$ cat config.mk
export PLATFORM = sky130hd
export DESIGN_NAME = chstat_agg
export DESIGN_NICKNAME = d
export VERILOG_FILES = /design/src/rtl/chstat_pkg.sv /design/src/rtl/chstat_mask.sv /design/src/rtl/chstat_summary.sv /design/src/rtl/chstat_sticky.sv /design/src/rtl/chstat_agg.sv
export SDC_FILE = /design/constraint.sdc
export NUM_CORES = 1
export LEC_CHECK = 0
export CAP_MARGIN = 20
export CORE_UTILIZATION = 31
export DETAILED_ROUTE_END_ITERATION = 7
export GPL_TIMING_DRIVEN = 0
export PLACE_DENSITY = 0.78
export SETUP_SLACK_MARGIN = 0.02
export SLEW_MARGIN = 10
export SYNTH_ARGS = -nofsm -noshare
export SYNTH_HDL_FRONTEND = slang
export SYNTH_HIERARCHICAL = 1
export SYNTH_SLANG_ARGS = --single-unit
$ cat constraint.sdc
create_clock -name clk -period 0.8 [get_ports clk]
set_input_delay 0.08 -clock clk [delete_from_list [all_inputs] [get_ports clk]]
set_output_delay 0.08 -clock clk [all_outputs]
set_load 0.01 [all_outputs]
$ cat src/rtl/chstat_pkg.sv
package chstat_pkg;

    // Per-channel status layout
    localparam int CH_BITS  = 7;
    localparam int GROUP_LO = 2;               // first bit of the shared-enable group
    localparam int EN_W     = GROUP_LO + 1;    // individual enables + one group enable
    localparam int WORD_W   = 2 * CH_BITS + 2;

    typedef logic [CH_BITS-1:0] ch_vec_t;
    typedef logic [EN_W-1:0]    ch_en_t;
    typedef logic [WORD_W-1:0]  word_t;

    // Packed from MSB down: supervisor summary, channel 2, secondary summary, channel 1
    typedef struct packed {
        logic    spv_sum;
        ch_vec_t ch2;
        logic    sec_sum;
        ch_vec_t ch1;
    } stat_word_s;

    // Map an enable register onto per-status-bit enables
    function automatic ch_vec_t expand_en(input ch_en_t en);
        ch_vec_t m;
        for (int i = 0; i < CH_BITS; i++) begin
            m[i] = (i < GROUP_LO) ? en[i] : en[GROUP_LO];
        end
        return m;
    endfunction

endpackage

$ cat src/rtl/chstat_mask.sv
module chstat_mask
    import chstat_pkg::*;
(
    input  ch_en_t  en,
    input  ch_vec_t evt,
    output ch_vec_t gated
);

    ch_vec_t bit_en;

    assign bit_en = expand_en(en);

    for (genvar i = 0; i < CH_BITS; i++) begin : g_bit
        assign gated[i] = evt[i] & bit_en[i];
    end

endmodule

$ cat src/rtl/chstat_summary.sv
module chstat_summary #(
    parameter int W = 8
) (
    input  logic [W-1:0] src,
    output logic         hit
);

    assign hit = |src;

endmodule

$ cat src/rtl/chstat_sticky.sv
module chstat_sticky #(
    parameter int W = 16
) (
    input  logic         clk,
    input  logic         rst,
    input  logic         clr,
    input  logic [W-1:0] set,
    output logic [W-1:0] q
);

    always_ff @(posedge clk) begin
        if (rst) begin
            q <= '0;
        end else if (clr) begin
            q <= set;          // a clearing read keeps events of the same cycle
        end else begin
            q <= q | set;
        end
    end

endmodule

$ cat src/rtl/chstat_agg.sv
module chstat_agg
    import chstat_pkg::*;
#(
    parameter int SEC_W = 7,
    parameter int SPV_W = 8
) (
    input  logic             clk,
    input  logic             rst,
    input  logic [6:0]       ch1_evt,
    input  logic [6:0]       ch2_evt,
    input  logic [2:0]       ch1_en,
    input  logic [2:0]       ch2_en,
    input  logic [SEC_W-1:0] sec1_stat,
    input  logic [SEC_W-1:0] sec2_stat,
    input  logic [SPV_W-1:0] spv_stat,
    input  logic             rd_stb,
    output logic [15:0]      stat_word
);

    localparam int NCH = 2;

    ch_vec_t    evt_arr   [NCH];
    ch_en_t     en_arr    [NCH];
    ch_vec_t    gated_arr [NCH];
    logic       sec_hit;
    logic       spv_hit;
    stat_word_s ev_now;
    word_t      latched;

    assign evt_arr[0] = ch1_evt;
    assign evt_arr[1] = ch2_evt;
    assign en_arr[0]  = ch1_en;
    assign en_arr[1]  = ch2_en;

    for (genvar c = 0; c < NCH; c++) begin : g_ch
        chstat_mask u_mask (
            .en    (en_arr[c]),
            .evt   (evt_arr[c]),
            .gated (gated_arr[c])
        );
    end

    chstat_summary #(.W(2 * SEC_W)) u_sec_sum (
        .src ({sec2_stat, sec1_stat}),
        .hit (sec_hit)
    );

    chstat_summary #(.W(SPV_W)) u_spv_sum (
        .src (spv_stat),
        .hit (spv_hit)
    );

    always_comb begin
        ev_now.ch1     = gated_arr[0];
        ev_now.sec_sum = sec_hit;
        ev_now.ch2     = gated_arr[1];
        ev_now.spv_sum = spv_hit;
    end

    chstat_sticky #(.W(WORD_W)) u_sticky (
        .clk (clk),
        .rst (rst),
        .clr (rd_stb),
        .set (ev_now),
        .q   (latched)
    );

    assign stat_word = latched;

endmodule

## After elaboration in Yosys (flattened, before gate mapping)

Index checks and enable logic that the tools add are counted.

- Bits in registers: 16
- Input port bits: 45
- Output and inout port bits: 16
- Word-level logic and storage cells: 19

- Mux-type cells: 1
- Bitwise logic cells: 15
- Reductions and logical operators: 2

Operators by type and width:

| kind | number |
|---|---|
| $mux W16 | 1 |
| $or A16 B16 Y16 | 1 |
| $and A1 B1 Y1 | 14 |
| $reduce_or A14 Y1 | 1 |
| $reduce_or A8 Y1 | 1 |

## Logic depth before layout (Yosys ltp)

- Depth after elaboration: 3
- Mapped depth: 4
- Gate-level depth less buffers: 4

## Cells and area by module

Netlist, hierarchy kept.

By module, submodules not included:

| module | instances | cells an instance | area an instance (um^2) | seq. area each (um^2) |
|---|---|---|---|---|
| chstat_sticky | 1 | 67 | 593.1 | 320.3 |
| chstat_mask | 2 | 7 | 43.8 | 0.0 |
| chstat_summary (u_sec_sum) | 1 | 5 | 28.8 | 0.0 |
| chstat_summary (u_spv_sum) | 1 | 3 | 16.3 | 0.0 |

## Worst setup path before layout

Ideal clock, no wire load.

- Kind: input to register
- Start: in sec2_stat[3]
- End: reg u_sticky.q[7]
- Library setup time: 0.120 ns
- Arrival time: 0.533 ns
- Required time: 0.680 ns
- Slack: 0.147 ns
- Stages on the path: 4
- Buffers on the path: 0
- Path through: nor4_1 nand4_1 inv_1 a21oi_1

RTL lines:

| what | RTL line | text |
|---|---|---|
| start, declared | chstat_agg.sv:14 | `input logic [SEC_W-1:0] sec2_stat,` |
| end signal, assigned | chstat_sticky.sv:15 | `q <= set;` |
| end signal, assigned | chstat_sticky.sv:17 | `q <= q \| set;` |
| end, declared | chstat_sticky.sv:8 | `output logic [W-1:0] q` |

## Worst setup path in the final report

- Start: reg u_sticky.q[10]
- End: out stat_word[10]

RTL lines:

| what | RTL line | text |
|---|---|---|
| end, declared | chstat_agg.sv:17 | `output logic [15:0] stat_word` |

No word-level cell between the ends.

==> summary.md <==
| Metric | Value |
|---|---|
| Number of buffers created by CTS | 3 |
| Vias in the first global route | 804 |
| Clock power share | 27.7% |
| Initial Utilization | 32.81% |
| Critical path launch point type | register |
| IO buf count | 59 |
| Crit path arrival time | 0.73 ns |
| Crit-path max cell delay | 0.34 ns |
| Clock period minus worst slack | 0.8081 ns |
| Failing checks | negative setup slack |
| #FFs+latches synth | 16 |
| CP Class | reg2out |
| Root Driver | clkbuf_4 |
| Antenna viol nets, final | 0 |
| Final setup fails | 12 |
| Vias | 815 |
| Core Box Area | 2212 um^2 |
| Max Freq | 1.237 GHz |
| Setup crit end kind | output pin |
| Post-synth EDFFs | 0 |
| Worst Path Buf+Inv | 1 |
| Initial antenna violation count | 0 |
| GRT Residual Overflow | 0 |
| Syn_nets | 134 |
| Die height | 50.39 um |
| GRT Util Overall | 17.66% |
| Clock latency on the worst-skew pair | 0.27 ns |
| Logic gate share of total power | 25.4% |
| Library cells used by synthesis | 14 |
| Synth top area cells | dfxtp_1, nand2b_1, and2_1, a21oi_1, inv_1 |
| Slew margin rel. | 85.84% |
| Reg power frac | 46.9% |
| Slew Limit Fails | 0 |
| Top-area cell type share of the netlist area | 44.14% |
| 1st-pass router iterations | 4 |
| Routed Wire Length | 2.076 mm |
| P&R area growth vs syn | 109.5% |
| Worst path cell trace | buf_6 |
| First-pass GRT wire length | 3.374 mm |
| Register area | 340.3 um^2 |
| Worst slew pin tran | 0.2106 ns |
| Die Area | 2539 um^2 |
| Ports | 61 |
| WHS Path Cells | 2 |
| Syn Inst Count | 89 |
| Setup WS post-layout | -0.008105 ns |
| Outcome | complete, but fails checks |
| Largest registers | u_sticky/q x16 |
| Detail Placement HPWL | 1.539 mm |
| RSZ-0062 raised after global routing | true |
| Hold buffers post-CTS | 0 |
| CTS clk-pin slew, worst paths | 0.09 ns |
| Fin Setup TNS | -0.03621 ns |
| Power density over the cells | 1232 nW/um^2 |
| Setup Skew | 0 ns |
| Syn Std Cell Area | 725.7 um^2 |
| Reg2reg end | u_sticky/q[12] |
| WHS Endpoint | u_sticky/q[15] |
| Worst r2r path cells | 3 |
| Clk buf depth | 2 |
| Worst slack, placed | -0.3668 ns |
| Final Hold Fails | 0 |
| Data required, critical path | 0.72 ns |
| Synth cell count leaders | dfxtp_1, inv_1, a21oi_1, nand2b_1, and2_1 |
| Maximum vdd drop | 0.7940 mV |
| Max Cap Viol | 0 |
| Num Clock Sinks | 16 |
| GP Congestion | 0.6336 |
| Part of the cycle the worst path needs | 101.0% |
| Crit Path Max Fanout | 2 |
| Wire length per cell | 11.10 um |
| Final Net Count | 205 |
| Lkg Pwr | 0.0006954 uW |
| H-tree lvl count | 1 |
| Worst reg2reg path startpoint | u_sticky/q[12] |
| DRC violations left | 0 |
| Area used by multi-input combinational logic | 359.1 um^2 |
| Core Rows | 17 |
| Net load switching power | 418.0 uW |
| CP top delay family | flip-flops |
| Int Pwr | 1455 uW |
| Max reg flops | 16 |
| N_diodes | 0 |
| Asr flop ratio synth | 0% |
| DIE WIDTH | 50.39 um |
| Yosys warnings | 6 |
| Prevailing post-synth register cell | dfxtp_1 |
| Pin count of the biggest net entering global routing | 11 |
| Share of cells above drive strength 1 | 34.59% |
| Reg2reg setup slack | 0.08 ns |
| Vias/cell | 4.358 |
| Sequential area share after synthesis | 44.14% |
| HP Start | rst |
| Hold/Removal Path Class | in2reg |
| Fillers | 185 |
| Sw Ratio | 22.31% |
| Top cell type by total area after synthesis | dfxtp_1 |
| CTS tree | done |
| Slowest CP cell | dfxtp_2 |
| Syn Area/Cell | 8.154 um^2 |
| Initial DRC Count | 7 |
| Largest Register | u_sticky/q |
## cell type report
class | instances | area share, %
flip-flops and latches | 16 | 22.39
clock buffers | 4 | 2.387
repair buffers | 66 | 43.95
multi-input cells | 54 | 23.62
plain buffers | 3 | 1.399
well taps | 28 | 2.305
inverters | 16 | 3.951
## logic make-up after synthesis
logic type	after synthesis	synth area share [%]
AND/OR/NAND/NOR	38	33.10
buffers and inverters	19	11.21
AO/OA/AOI/OAI	16	11.55
flip-flops	16	44.14
## metrics by stage
stage | instances | util [%] | area, um^2 | hold WS [ns] | total power [uW]
CTS | 184 | 66.01 | 1460 | 0.04449 | 1880
finish | 187 | 68.72 | 1520 | 0.05951 | 1873
floorplan | 89 | - | 725.7 | 0.2618 | 1009
global placement | 176 | 61.09 | 1351 | 0.3427 | 1316
global route | 187 | 68.72 | 1520 | 0.04230 | 1984
detailed placement | 176 | 61.09 | 1351 | 0.3552 | 1327
## timing repair
| action | 4_1_cts | 5_1_grt |
|---|---|---|
| pin swaps | 5 | 5 |
| gates resized for setup | 106 | 11 |
| setup endpoints to repair | 26 | 18 |
| setup buffers | 4 | 3 |
| cloned | 0 | 0 |
## power by group through the flow
stage | combinational (uW) | sequential (uW) | clock, uW
floorplan | 108 | 902 | 0
global placement | 437 | 880 | 0
detailed placement | 445 | 882 | 0
CTS | 462 | 879 | 539
global route | 515 | 886 | 583
finish | 476 | 879 | 518
## how the worst max path moves through the flow
stage	start	to	slack (ns)	depth (start not counted)
2_1_floorplan	sec2_stat[3]	u_sticky/q[7]	0.15	4
3_3_place_gp	sec2_stat[3]	u_sticky/q[7]	-0.32	5
3_5_place_dp	rd_stb	u_sticky/q[4]	-0.37	4
4_1_cts	u_sticky/q[13]	stat_word[13]	-0.02	1
5_1_grt	u_sticky/q[14]	stat_word[14]	-0.05	1
6_report	u_sticky/q[10]	stat_word[10]	-0.008	1
## cells in the final DEF (no fill, tap or decap)
cell type / count
clkdlybuf4s50_1: 29
buf_6: 17
dfxtp_2: 16
inv_1: 15
nand2b_1: 15
and2_1: 14
a21oi_1: 14
dlygate4sd2_1: 8
buf_4: 7
dlymetal6s2s_1: 6
nor4_2: 5
clkbuf_4: 3
a21oi_2: 2
clkbuf_8: 1
nor2_1: 1
nand4_1: 1
nand2_1: 1
clkbuf_2: 1
buf_2: 1
nand2b_4: 1
inv_2: 1
## layer usage
metal	track usage [%]	vias up	routed length, um
li1	-	416	-
met1	19.59	366	782
met2	32.00	33	1153
met3	5.455	0	141
met4	5.093	0	0
met5	0	-	0
Power figures use the tool's default switching activity.
